[src/rtl/dac_term_ctl.sv]
module dac_term_ctl #(
  parameter int SYNC_STAGES = 2
) (
  input  logic       clk,
  input  logic       rst_n,
  input  logic       det_comp_i,
  input  logic       det_luma_i,
  input  logic       frame_stb_i,
  input  logic [2:0] dac_en_i,
  input  logic [2:0] man_pd_i,
  input  logic [1:0] mode_i,
  output logic       stat_comp_o,
  output logic       stat_luma_o,
  output logic [2:0] pd_o
);

  localparam int LAST = SYNC_STAGES - 1;

  logic [LAST:0] sync_c, sync_l;
  logic          term_c, term_l;
  logic          auto_on;
  logic [2:0]    auto_pd;

  always_ff @(posedge clk) begin
    if (!rst_n) begin
      sync_c <= '1;
      sync_l <= '1;
      term_c <= 1'b1;
      term_l <= 1'b1;
    end else begin
      sync_c <= {sync_c[LAST-1:0], det_comp_i};
      sync_l <= {sync_l[LAST-1:0], det_luma_i};
      if (frame_stb_i) begin
        term_c <= sync_c[LAST];
        term_l <= sync_l[LAST];
      end
    end
  end

  assign auto_on     = (mode_i == 2'b01) && (&dac_en_i);
  assign auto_pd     = auto_on ? {~term_l, ~term_l, ~term_c} : 3'b000;
  assign pd_o        = man_pd_i | auto_pd;
  assign stat_comp_o = term_c;
  assign stat_luma_o = term_l;

endmodule

[config.mk]
export PLATFORM = sky130hd
export DESIGN_NAME = dac_term_ctl
export DESIGN_NICKNAME = d
export VERILOG_FILES = /design/src/rtl/dac_term_ctl.sv
export SDC_FILE = /design/constraint.sdc
export NUM_CORES = 1
export LEC_CHECK = 0
export BUFFER_PORTS_ARGS = -buffer_cell sky130_fd_sc_hd__buf_4
export CORE_AREA = 2 2 39 41
export DETAILED_ROUTE_END_ITERATION = 12
export DIE_AREA = 0 0 41 43
export PLACE_DENSITY = 0.39
export SETUP_SLACK_MARGIN = 0.1
export SYNTH_ARGS = -nofsm -noshare
export SYNTH_HDL_FRONTEND = slang
export SYNTH_SLANG_ARGS = --single-unit
[constraint.sdc]
create_clock -name clk -period 2 [get_ports clk]
set_clock_uncertainty 0.1 [all_clocks]
set_input_delay 0.4 -clock clk [delete_from_list [all_inputs] [get_ports clk]]
set_output_delay 0.4 -clock clk [all_outputs]
set_load 0.02 [all_outputs]
==> summary.txt <==
Global routing
  • First-pass GRT wire length: 662 microns
  • Largest net degree at the start of global routing: 7
  • Antenna violations before repair: 0
  • Overflow after GRT: 0
  • GRT Util Overall: 6.546%
  • Vias in the first global route: 196

Power
  • Comb power frac: 14.7%
  • Power Density: 709.6 mW/mm^2
  • Clock power share: 39.2%
  • VDD IR max: 0.2117 mV
  • Net switching power: 0.00005647 W
  • Cell internal pwr: 0.0002179 W
  • Switch share: 20.58%
  • Total power: 0.0002744 W
  • Register share of total power: 46.1%
  • Static Leakage: 0.1770 nW

Floorplan
  • Core footprint: 0.001384 sq mm
  • Row count: 14
  • Initial Util: 15.64%
  • Ports: 18
  • Die H: 43 microns
  • Chip width: 41 microns
  • Die area: 0.001763 sq mm

Yosys
  • Dominant cell type by area after synthesis: dfxtp_1
  • Syn Nets: 33
  • Top cells by area, synth: dfxtp_1 55%, nand2b_1 12%, mux2i_1 9.2%, o21bai_1 6.9%, o31ai_2 5.8%
  • Top cell type's share of synthesized area: 55.49%
  • Seq cells post-synth: 6
  • Avg Inst Size Synth: 10.82 sq um
  • Sequential area share after synthesis: 55.49%
  • Synth Instances: 20
  • Synthesized area: 216.5 sq um
  • Ys Warns: 0
  • Synth cell types: 9

Clocking
  • H-tree lvl count: 1
  • Hold buffer count at CTS: 0
  • CTS tree: built
  • Number of setup buffers added after CTS: 0
  • Post-CTS sizing: 0
  • CTS Sinks: 6
  • Worst-path clk slew: 0.04 ns
  • Clk Latency, worst-skew pair: 0.24 ns
  • CTS Buffer Depth: 2
  • CTS Root Cell: clkbuf_4
  • Num CTS Buffers: 3

Layout
  • Commonest cells after routing, fill and taps aside: 17 x buf_4, 6 x dfxtp_1, 4 x nand2b_1
  • Final nets: 55
  • Commonest non-fill, non-tap cell in the layout: buf_4
  • N_diodes: 0
  • Design area: 386.6 sq um
  • Share of layout cells above drive strength 1: 52.50%
  • Fillers: 158
  • Final Util: 27.94%
  • Area grow syn2layout: 78.61%

Worst setup path
  • RR Startpoint: stat_comp_o$_SDFFE_PN1P_
  • Worst-path maximum fanout: 3
  • Crit-path cells: or2_1, o21bai_1, buf_4
  • Worst r2r dst: stat_comp_o$_SDFFE_PN1P_
  • CP endpoint kind: primary output
  • Critical path class: reg -> out
  • Reg2reg path depth: 2
  • Worst path required time: 1.50 ns
  • Reg-to-reg setup timing slack: 1.27 ns
  • Critical path arrival: 1.09 ns
  • Crit path launch type: flip-flop
  • Max incr delay on CP: 0.32 ns
  • Critical path's slowest cell: dfxtp_1

Worst hold path
  • Min-Delay Path Class: in -> reg
  • Hold depth: 2
  • Hold EP: sync_l[0]$_SDFF_PN1_
  • Hold path startpoint: det_luma_i

Status
  • Status: finished clean

STA
  • Final-report hold violation count: 0
  • Final Cycle Share: 79.60%
  • Min Tclk post-route: 1.592 ns
  • Final TNS setup: 0 ns
  • Final setup violation count: 0
  • Fmax achieved: 628.1 MHz
  • Pins Over Slew Limit: 0
  • RSZ-0062 raised after global routing: no
  • Worst-Margin Slew: 0.1682 ns
  • Rel. slew slack: 88.72%

Route
  • First DRT Iteration DRCs: 2
  • Via-per-instance ratio: 3.893
  • Total wire length: 501 microns
  • DR pass1 iterations: 3
  • Drt wl/cell: 8.946 microns
  • Final antenna-violating net count: 0
  • Vias after detailed routing: 218
  • Remaining DRCs: 0

Placed design
  • Dpl hpwl: 413.9 microns
  • Placer Congestion: 0.5511
  • Cell Area, Placed: 364.1 sq um
  • Number of buffers added on ports: 17

Flow run
  • Max cap viols: 0
-- kinds of logic (layout without fill, tap and decap cells) --
family / after synthesis / after routing / synth area share [%]
AND/OR/NAND/NOR: 8 / 8 / 20.81
flip-flops: 6 / 6 / 55.49
AO/OA/AOI/OAI: 3 / 3 / 12.71
multiplexers: 2 / 2 / 9.249
buffers and inverters: 1 / 21 / 1.732
-- flip-flops by register name, indices dropped and copies added, names as in the netlist --
| register | cells |
|---|---|
| stat_comp_o | 1 |
| stat_luma_o | 1 |
| sync_c | 2 |
| sync_l | 2 |
-- per-layer routing --
| metal | GRT usage, % | wire length [microns] | share of wire [%] | vias up |
|---|---|---|---|---|
| met5 | 0 | 0 | 0 | - |
| met4 | 10.00 | 0 | 0 | 0 |
| met3 | 3.141 | 105 | 21 | 0 |
| met2 | 9.063 | 232 | 46 | 18 |
| met1 | 4.870 | 164 | 33 | 92 |
| li1 | - | - | - | 108 |
-- worst max path at each step --
stage | from | endpoint | cells past startpoint
finish | stat_luma_o$_SDFFE_PN1P_ | pd_o[2] | 3
global route | stat_luma_o$_SDFFE_PN1P_ | pd_o[2] | 3
CTS | stat_luma_o$_SDFFE_PN1P_ | pd_o[2] | 3
detailed placement | mode_i[1] | pd_o[2] | 4
global placement | mode_i[1] | pd_o[1] | 4
floorplan | stat_luma_o$_SDFFE_PN1P_ | pd_o[1] | 2
-- critical path, delay by kind of cell (launching register included) --
kind / cells / cell delay (ns)
flops: 1 / 0.32
simple gates: 1 / 0.25
buf+inv: 1 / 0.16
compound gates: 1 / 0.13
-- power by group through the flow --
stage / clock, W / sequential [W] / combinational (W)
3_5_place_dp: 0 / 0.000129 / 0.0000409
5_1_grt: 0.000126 / 0.000127 / 0.0000441
4_1_cts: 0.000116 / 0.000126 / 0.0000410
3_3_place_gp: 0 / 0.000128 / 0.0000403
6_report: 0.000108 / 0.000126 / 0.0000404
2_1_floorplan: 0 / 0.000129 / 0.0000126
-- stage by stage --
stage          setup WS (ns)  hold slack, ns  instances
6_report              0.4080          0.2412         56
5_1_grt               0.3584          0.2376         56
4_1_cts               0.3902          0.2315         56
3_5_place_dp          0.4680          0.2941         53
2_1_floorplan         0.5395          0.2863         20
3_3_place_gp          0.4947          0.2919         53
-- cell type report --
type	instances	area, sq um	area share [%]
clock buffer	3	22.52	5.825
tap	16	20.02	5.178
timing repair buffer	17	127.6	33.01
multi-input combinational	13	92.59	23.95
inverter	1	3.754	0.9709
sequential	6	120.1	31.07
-- cells in the mapped netlist --
cell type  instances
inv_1              1
nand4_1            1
or2_1              1
nand2_1            2
nand2b_1           4
mux2i_1            2
dfxtp_1            6
o31ai_2            1
o21bai_1           2
No activity file was read; power rests on OpenSTA's default activity.
